## src/rtl/hb_pkg.sv

```systemverilog
package hb_pkg;
  // Default geometry of the register bank
  localparam int HB_DATA_W   = 8;
  localparam int HB_NUM_HELD = 4;
  localparam int HB_NUM_FREE = 2;
  localparam int HB_ADDR_W   = 4;
  // Depth of the reset release synchroniser
  localparam int HB_RST_STAGES = 2;
endpackage

```

## src/rtl/hb_reset_sync.sv

```systemverilog
module hb_reset_sync #(
  parameter int STAGES = hb_pkg::HB_RST_STAGES
) (
  input  logic clk,
  input  logic rst_n,
  output logic rst_sync_n
);
  logic [STAGES-1:0] shift_q;
  logic [STAGES-1:0] shift_d;

  always_comb begin
    shift_d = {shift_q[STAGES-2:0], 1'b1};
  end

  always_ff @(posedge clk or negedge rst_n) begin
    if (!rst_n) begin
      shift_q <= '0;
    end else begin
      shift_q <= shift_d;
    end
  end

  assign rst_sync_n = shift_q[STAGES-1];
endmodule

```

## src/rtl/hb_sync_edge.sv

```systemverilog
module hb_sync_edge (
  input  logic clk,
  input  logic rst_n,
  input  logic level_i,
  output logic rise_o
);
  logic prev_q;
  logic prev_d;

  always_comb begin
    prev_d = level_i;
  end

  // Reset to 1: a sync already high when reset lifts is not a fresh edge.
  always_ff @(posedge clk or negedge rst_n) begin
    if (!rst_n) begin
      prev_q <= 1'b1;
    end else begin
      prev_q <= prev_d;
    end
  end

  assign rise_o = level_i & ~prev_q;
endmodule

```

## src/rtl/hb_addr_decode.sv

```systemverilog
module hb_addr_decode #(
  parameter int ADDR_W   = hb_pkg::HB_ADDR_W,
  parameter int NUM_HELD = hb_pkg::HB_NUM_HELD,
  parameter int NUM_FREE = hb_pkg::HB_NUM_FREE
) (
  input  logic                wr_en_i,
  input  logic [ADDR_W-1:0]   wr_addr_i,
  output logic [NUM_HELD-1:0] held_we_o,
  output logic [NUM_FREE-1:0] free_we_o
);
  // One strobe per field; addresses matching no field raise no strobe.
  for (genvar h = 0; h < NUM_HELD; h++) begin : g_held
    assign held_we_o[h] = wr_en_i && (wr_addr_i == ADDR_W'(h));
  end

  for (genvar f = 0; f < NUM_FREE; f++) begin : g_free
    assign free_we_o[f] = wr_en_i && (wr_addr_i == ADDR_W'(NUM_HELD + f));
  end
endmodule

```

## src/rtl/hb_field_bank.sv

```systemverilog
module hb_field_bank #(
  parameter int DATA_W  = hb_pkg::HB_DATA_W,
  parameter int ENTRIES = hb_pkg::HB_NUM_HELD,
  localparam int BUS_W  = DATA_W * ENTRIES
) (
  input  logic               clk,
  input  logic               rst_n,
  input  logic [ENTRIES-1:0] load_i,
  input  logic [BUS_W-1:0]   data_i,
  output logic [BUS_W-1:0]   q_o
);
  logic [BUS_W-1:0] d_q;
  logic [BUS_W-1:0] d_next;

  always_comb begin
    d_next = d_q;
    for (int k = 0; k < ENTRIES; k++) begin
      if (load_i[k]) begin
        d_next[k*DATA_W +: DATA_W] = data_i[k*DATA_W +: DATA_W];
      end
    end
  end

  for (genvar k = 0; k < ENTRIES; k++) begin : g_ent
    always_ff @(posedge clk or negedge rst_n) begin
      if (!rst_n) begin
        d_q[k*DATA_W +: DATA_W] <= '0;
      end else if (load_i[k]) begin
        d_q[k*DATA_W +: DATA_W] <= d_next[k*DATA_W +: DATA_W];
      end
    end
  end

  assign q_o = d_q;
endmodule

```

## src/rtl/hold_release_bank.sv

```systemverilog
module hold_release_bank #(
  parameter int DATA_W   = hb_pkg::HB_DATA_W,
  parameter int NUM_HELD = hb_pkg::HB_NUM_HELD,
  parameter int NUM_FREE = hb_pkg::HB_NUM_FREE,
  parameter int ADDR_W   = hb_pkg::HB_ADDR_W
) (
  input  logic                         clk,
  input  logic                         rst_n,
  input  logic                         wr_en_i,
  input  logic [ADDR_W-1:0]            wr_addr_i,
  input  logic [DATA_W-1:0]            wr_data_i,
  input  logic                         hold_i,
  input  logic                         vsync_i,
  output logic [NUM_HELD*DATA_W-1:0]   held_o,
  output logic [NUM_FREE*DATA_W-1:0]   free_o
);
  localparam int HELD_W = NUM_HELD * DATA_W;
  localparam int FREE_W = NUM_FREE * DATA_W;

  logic                rst_int_n;
  logic                vs_rise;
  logic                xfer;
  logic [NUM_HELD-1:0] held_we;
  logic [NUM_FREE-1:0] free_we;
  logic [HELD_W-1:0]   stage_q;

  hb_reset_sync u_rst (
    .clk        (clk),
    .rst_n      (rst_n),
    .rst_sync_n (rst_int_n)
  );

  hb_sync_edge u_edge (
    .clk     (clk),
    .rst_n   (rst_int_n),
    .level_i (vsync_i),
    .rise_o  (vs_rise)
  );

  // Transfer only on a sync rising edge seen while hold is low.
  assign xfer = vs_rise & ~hold_i;

  hb_addr_decode #(
    .ADDR_W   (ADDR_W),
    .NUM_HELD (NUM_HELD),
    .NUM_FREE (NUM_FREE)
  ) u_dec (
    .wr_en_i   (wr_en_i),
    .wr_addr_i (wr_addr_i),
    .held_we_o (held_we),
    .free_we_o (free_we)
  );

  // Staging copy: written directly by the bus.
  hb_field_bank #(
    .DATA_W  (DATA_W),
    .ENTRIES (NUM_HELD)
  ) u_stage (
    .clk    (clk),
    .rst_n  (rst_int_n),
    .load_i (held_we),
    .data_i ({NUM_HELD{wr_data_i}}),
    .q_o    (stage_q)
  );

  // Active copy: every field loaded in the same clock.
  hb_field_bank #(
    .DATA_W  (DATA_W),
    .ENTRIES (NUM_HELD)
  ) u_active (
    .clk    (clk),
    .rst_n  (rst_int_n),
    .load_i ({NUM_HELD{xfer}}),
    .data_i (stage_q),
    .q_o    (held_o)
  );

  // Direct fields: no staging, no sync alignment.
  hb_field_bank #(
    .DATA_W  (DATA_W),
    .ENTRIES (NUM_FREE)
  ) u_free (
    .clk    (clk),
    .rst_n  (rst_int_n),
    .load_i (free_we),
    .data_i ({NUM_FREE{wr_data_i}}),
    .q_o    (free_o)
  );

  if (FREE_W <= 0 || HELD_W <= 0) begin : g_bad_geom
    initial $error("hold_release_bank: empty register group");
  end
endmodule

```

## config.mk

```make
export PLATFORM = sky130hd
export DESIGN_NAME = hold_release_bank
export DESIGN_NICKNAME = d
export VERILOG_FILES = /design/src/rtl/hb_pkg.sv /design/src/rtl/hb_reset_sync.sv /design/src/rtl/hb_sync_edge.sv /design/src/rtl/hb_addr_decode.sv /design/src/rtl/hb_field_bank.sv /design/src/rtl/hold_release_bank.sv
export SDC_FILE = /design/constraint.sdc
export NUM_CORES = 1
export LEC_CHECK = 0
export BUFFER_PORTS_ARGS = -buffer_cell sky130_fd_sc_hd__buf_4
export CORE_ASPECT_RATIO = 1.1
export CORE_MARGIN = 10
export CORE_UTILIZATION = 57
export CTS_BUF_LIST = sky130_fd_sc_hd__clkbuf_4 sky130_fd_sc_hd__clkbuf_8
export CTS_CLUSTER_SIZE = 8
export DETAILED_ROUTE_END_ITERATION = 12
export GPL_ROUTABILITY_DRIVEN = 0
export PLACE_DENSITY = 0.94
export SLEW_MARGIN = 20
export SYNTH_ARGS = -nofsm -noshare
export SYNTH_HDL_FRONTEND = slang
export SYNTH_HIERARCHICAL = 1
export SYNTH_SLANG_ARGS = --single-unit
export TNS_END_PERCENT = 5
```

## constraint.sdc

```tcl
create_clock -name clk -period 2.9 [get_ports clk]
set_clock_uncertainty 0.1 [all_clocks]
set_input_delay 0.145 -clock clk [delete_from_list [all_inputs] [get_ports clk]]
set_output_delay 0.145 -clock clk [all_outputs]
set_load 0.02 [all_outputs]
```

* After elaboration in Yosys (flattened, before gate mapping)
Index checks and enable logic that the tools add are counted.
** Operators by class
- Equal/unequal tests :: 5
- Bitwise logic cells :: 4
- Reductions and logical operators :: 7
** Operator list (number)
- == test 4 x 2 -> 1 bit, second input constant :: 2
- == test 4 x 3 -> 1 bit, second input constant :: 2
- logical AND 1 bit :: 6
- == test 4 x 1 -> 1 bit, second input constant :: 1
- zero test 4 bit :: 1
- bitwise AND 1 bit :: 2
- inverter 1 bit :: 2
** Storage, ports and cells
- Register bits :: 83
- Bits of input ports :: 17
- Output and inout port bits :: 48
- Word-level logic and storage cells :: 28

* Longest topological paths before layout
- Word-level depth :: 3
- Mapped depth :: 4
- Mapped depth without buffers :: 3

* By module
Netlist, hierarchy kept.
** By module, submodules not included
- hb_field_bank (u_active ...) :: times used 2, cells each 68, area an instance 1326.3 um^2, sequential area each 800.8 um^2
- hb_field_bank (u_free) :: times used 1, cells each 34, area an instance 663.1 um^2, sequential area each 400.4 um^2
- hb_addr_decode :: times used 1, cells each 11, area an instance 60.1 um^2, sequential area each 0.0 um^2
- hb_reset_sync :: times used 1, cells each 3, area an instance 53.8 um^2, sequential area each 50.0 um^2
- hb_sync_edge :: times used 1, cells each 2, area an instance 40.0 um^2, sequential area each 26.3 um^2
- hold_release_bank :: times used 1, cells each 1, area an instance 13.8 um^2, sequential area each 0.0 um^2

* Worst setup path after synthesis
Ideal clock, no wire load.
- Kind :: input port to flip-flop
- Start :: input port wr_addr_i[3]
- End :: register u_stage.d_q[0] (netlist: u_stage/q_o[0])
- Setup time :: 125 ps
- Arrival :: 1184 ps
- Data required time :: 2675 ps
- Path slack :: 1491 ps
- Stages :: 4
- Path buffers :: 1
- Cell sequence :: or3b_4 -> nor3_1 -> buf_6 -> mux2_4
** On the way
- Longest elaborated chain between the ends :: 2
** RTL lines
- from (decl) :: RTL line hold_release_bank.sv:10 : input logic [ADDR_W-1:0] wr_addr_i,
- zero test 4 bit :: RTL line hb_addr_decode.sv:13 : assign held_we_o[h] = wr_en_i && (wr_addr_i == ADDR_W'(h));
- logical AND 1 bit :: RTL line hb_addr_decode.sv:13
- named net held_we[0] :: RTL line hold_release_bank.sv:23 : logic [NUM_HELD-1:0] held_we;
- to (signal, indexed assignment) :: RTL line hb_field_bank.sv:29 : d_q[k*DATA_W +: DATA_W] <= d_next[k*DATA_W +: DATA_W];
- to (decl) :: RTL line hb_field_bank.sv:12 : logic [BUS_W-1:0] d_q;
The timed path passes the listed nets, and every way through them passes these cells.
A chain may end at the register's enable or synchronous reset.

* Worst setup path in the final report
- Start :: input port vsync_i
- End :: register u_active.d_q[4] (netlist: u_active/q_o[4])
** On the way
- Longest elaborated chain between the ends :: 2
** RTL lines
- from (decl) :: RTL line hold_release_bank.sv:13 : input logic vsync_i,
- bitwise AND 1 bit :: RTL line hb_sync_edge.sv:23 : assign rise_o = level_i & ~prev_q;
- named net vs_rise :: RTL line hold_release_bank.sv:21 : logic vs_rise;
- bitwise AND 1 bit :: RTL line hold_release_bank.sv:41 : assign xfer = vs_rise & ~hold_i;
- named net xfer :: RTL line hold_release_bank.sv:22 : logic xfer;
- to (signal, indexed assignment) :: RTL line hb_field_bank.sv:29
- to (decl) :: RTL line hb_field_bank.sv:12
The timed path passes the listed nets, and every way through them passes these cells.

==> impl_metrics.yaml <==
floorplanning:
  die_h_microns: 102
  rows: 29
  initial_core_util_pct: 59.6
  core_sq_um: 5840
  die-area_sq_um: 9640
  die_w_microns: 94.5
  ios: 65
hold_path:
  min_from: "wr_data_i[5]"
  hold_class: "primary input to flop"
timing:
  drv_slew: 0
  hold_viol: 0
  fin_crit_ns: 1.77
  relSlewSlack_pct: 34.4
  finalSetupTns_ns: 0
  period_share_pct: 61.1
  setup_viol: 0
  worst_slew_pin_slew_ns: 0.983
  clock.fmax_mhz: 565
  worst_slack_ns: 1.13
  rsz0062_at_grt: "false"
finish:
  area_growth_pct: 22.6
  fill_cells: 369
  layout_common_cells: "81 x dfrtp_1, 80 x mux2_4, 70 x buf_4"
  drive_gt1_share_pct: 63.7
  mostFrequentLayoutCell: "dfrtp_1"
  n_antenna_cell: 0
  nets: 281
clock_tree:
  cts_resized: 0
  cts_setup_buffers: 0
  htreeDepth: 3
  clockRootBuffer: "clkbuf_8"
  clk_pin_slew_ns: 0.08
  cts_buffers: 9
  clock_path_buffers: 2
  cts_tree: "done"
  cts_sinks: 83
  clock_latency_ns: 0.34
power:
  power.density_nw_per_um2: 881
  switchingPower_mw: 1.10
  p_sw_share_pct: 29.1
  leakage_nw: 2.09
  intPower_mw: 2.67
  p_comb_share_pct: 31.3
  seq_power_share_pct: 45.0
  ir_worst_vdd_v: 0.000472
  p_clk_share_pct: 23.7
placement:
  pre_cts_slack_ns: 1.15
  dpl.hpwl_mm: 5.14
  io_buffers: 64
synthesis:
  synth_cells: 187
  yosys_warnings: 6
  synth_cell_type_count: 12
  synth_nets: 204
  netlist_area_sq_um: 3480
  ys_seq_elements: 83
  seq_area_frac_synth_pct: 59.7
  postSynthAreaPerCell_sq_um: 18.6
critical_path:
  cpPeakStageDelay_ns: 0.53
  critPathLaunchType: "primary input"
  crit_chain: "dlygate4sd3_1 -> buf_4 -> nor2b_4 -> nor2b_4 -> buf_4 -> mux2_4"
  cp_slowest_cell: "dlygate4sd3_1"
  endpoint_kind: "flop"
  required_ns: 3.03
  reg2reg_from: "u_edge/prev_q"
  crit_type: "primary input to flop"
  arrival_ns: 1.90
  crit_start: "vsync_i"
  path_max_fanout: 32
drt:
  drc_errors: 0
  drtPass1Iterations: 4
  num_vias: 1800
  wl_per_cell_microns: 21.2
  first_iter_violations: 58
  viasPerCell: 5.23
  ant_nets: 0
  wl_mm: 7.28
global_route:
  track_usage_pct: 16.0
  grt_pass1_vias: 2111
  grt_pass1_wl_mm: 11.8
  grt_max_degree: 82
  antenna_found_initial: 0
  grt_overflow_total: 0
status:
  status: "complete, no violations"
job:
  cap_violations: 0
==> sequential cells by signal, summed over array words and instances (netlist names) <==
signal         cells
u_active/q_o      32
u_stage/q_o       32
u_free/q_o        16
u_rst/shift_q      2
u_edge/prev_q      1
==> cell families (layout without fill, tap and decap cells) <==
logic type	count (synthesis)	in the layout	share of synthesized area, %
flops	83	83	59.7
simple gates	11	11	2.30
buf+inv	12	92	3.45
other cells	1	1	0.108
mux	80	80	34.5
==> through the flow <==
step                power [mW]  hold slack, ns  util [%]  area (sq um)  std cells
floorplan                 2.40          -0.251         -          3480        187
global placement          2.85          -0.173      68.5          4000        324
detailed placement        2.90          -0.171      68.5          4000        324
CTS                       3.80         0.00351      73.1          4270        344
global route              3.93         0.00835      73.1          4270        344
finish                    3.76          0.0109      73.1          4270        344
==> layer usage <==
layer | wire (microns) | GRT usage, %
met5 | 0 | 0
met4 | 179 | 7.37
met3 | 362 | 4.11
met2 | 3600 | 26.6
met1 | 3140 | 19.1
==> final timing paths <==
path / endpoint / slack (ns) / depth (start not counted)
max: u_active/q_o[4] / 1.13 / 6
min: u_stage/q_o[13] / 0.01 / 2
max reg2reg: u_active/q_o[4] / 1.22 / 4
min reg2reg: u_rst/shift_q[1] / 0.27 / 0
max in group asynchronous: u_stage/q_o[7] / 1.67 / 0
min in group asynchronous: u_stage/q_o[31] / 0.41 / 0
==> Yosys cell counts <==
library cell,count,area (sq um)
dfrtp_1,82,2050
mux2_4,80,1200
inv_1,2,7.51
nor3_1,4,20.0
dfstp_2,1,26.3
or3b_4,1,11.3
nor2_1,2,7.51
nand2b_1,1,6.26
nor2b_4,2,27.5
nand3b_1,1,7.51
buf_6,10,113
conb_1,1,3.75
==> worst max-delay path, delay by kind of cell <==
| kind | cells | cell delay (ns) |
|---|---|---|
| buf+inv | 3 | 1.14 |
| mux | 1 | 0.35 |
| simple gates | 2 | 0.25 |
==> power by group through the flow <==
stage | Clock (mW) | Combinational, mW | Sequential (mW)
5_1_grt | 0.944 | 1.24 | 1.74
3_5_place_dp | 0 | 1.19 | 1.71
3_3_place_gp | 0 | 1.16 | 1.69
2_1_floorplan | 0 | 0.477 | 1.92
6_report | 0.894 | 1.18 | 1.69
4_1_cts | 0.906 | 1.20 | 1.70
==> area by class of cell <==
class | count | area, sq um | area share, %
clock buffers | 11 | 145 | 3.40
clock inverters | 3 | 65.1 | 1.52
inverters | 2 | 7.51 | 0.176
multi-input cells | 92 | 1290 | 30.2
flip-flops and latches | 83 | 2080 | 48.7
well taps | 77 | 96.3 | 2.26
repair buffers | 76 | 586 | 13.7
==> timing repair <==
item,4_1_cts,5_1_grt
hold buffers,6,0
endpoints found under the hold margin,8,0
endpoints found under the setup margin,0,0
No activity file was read; power rests on OpenSTA's default activity.
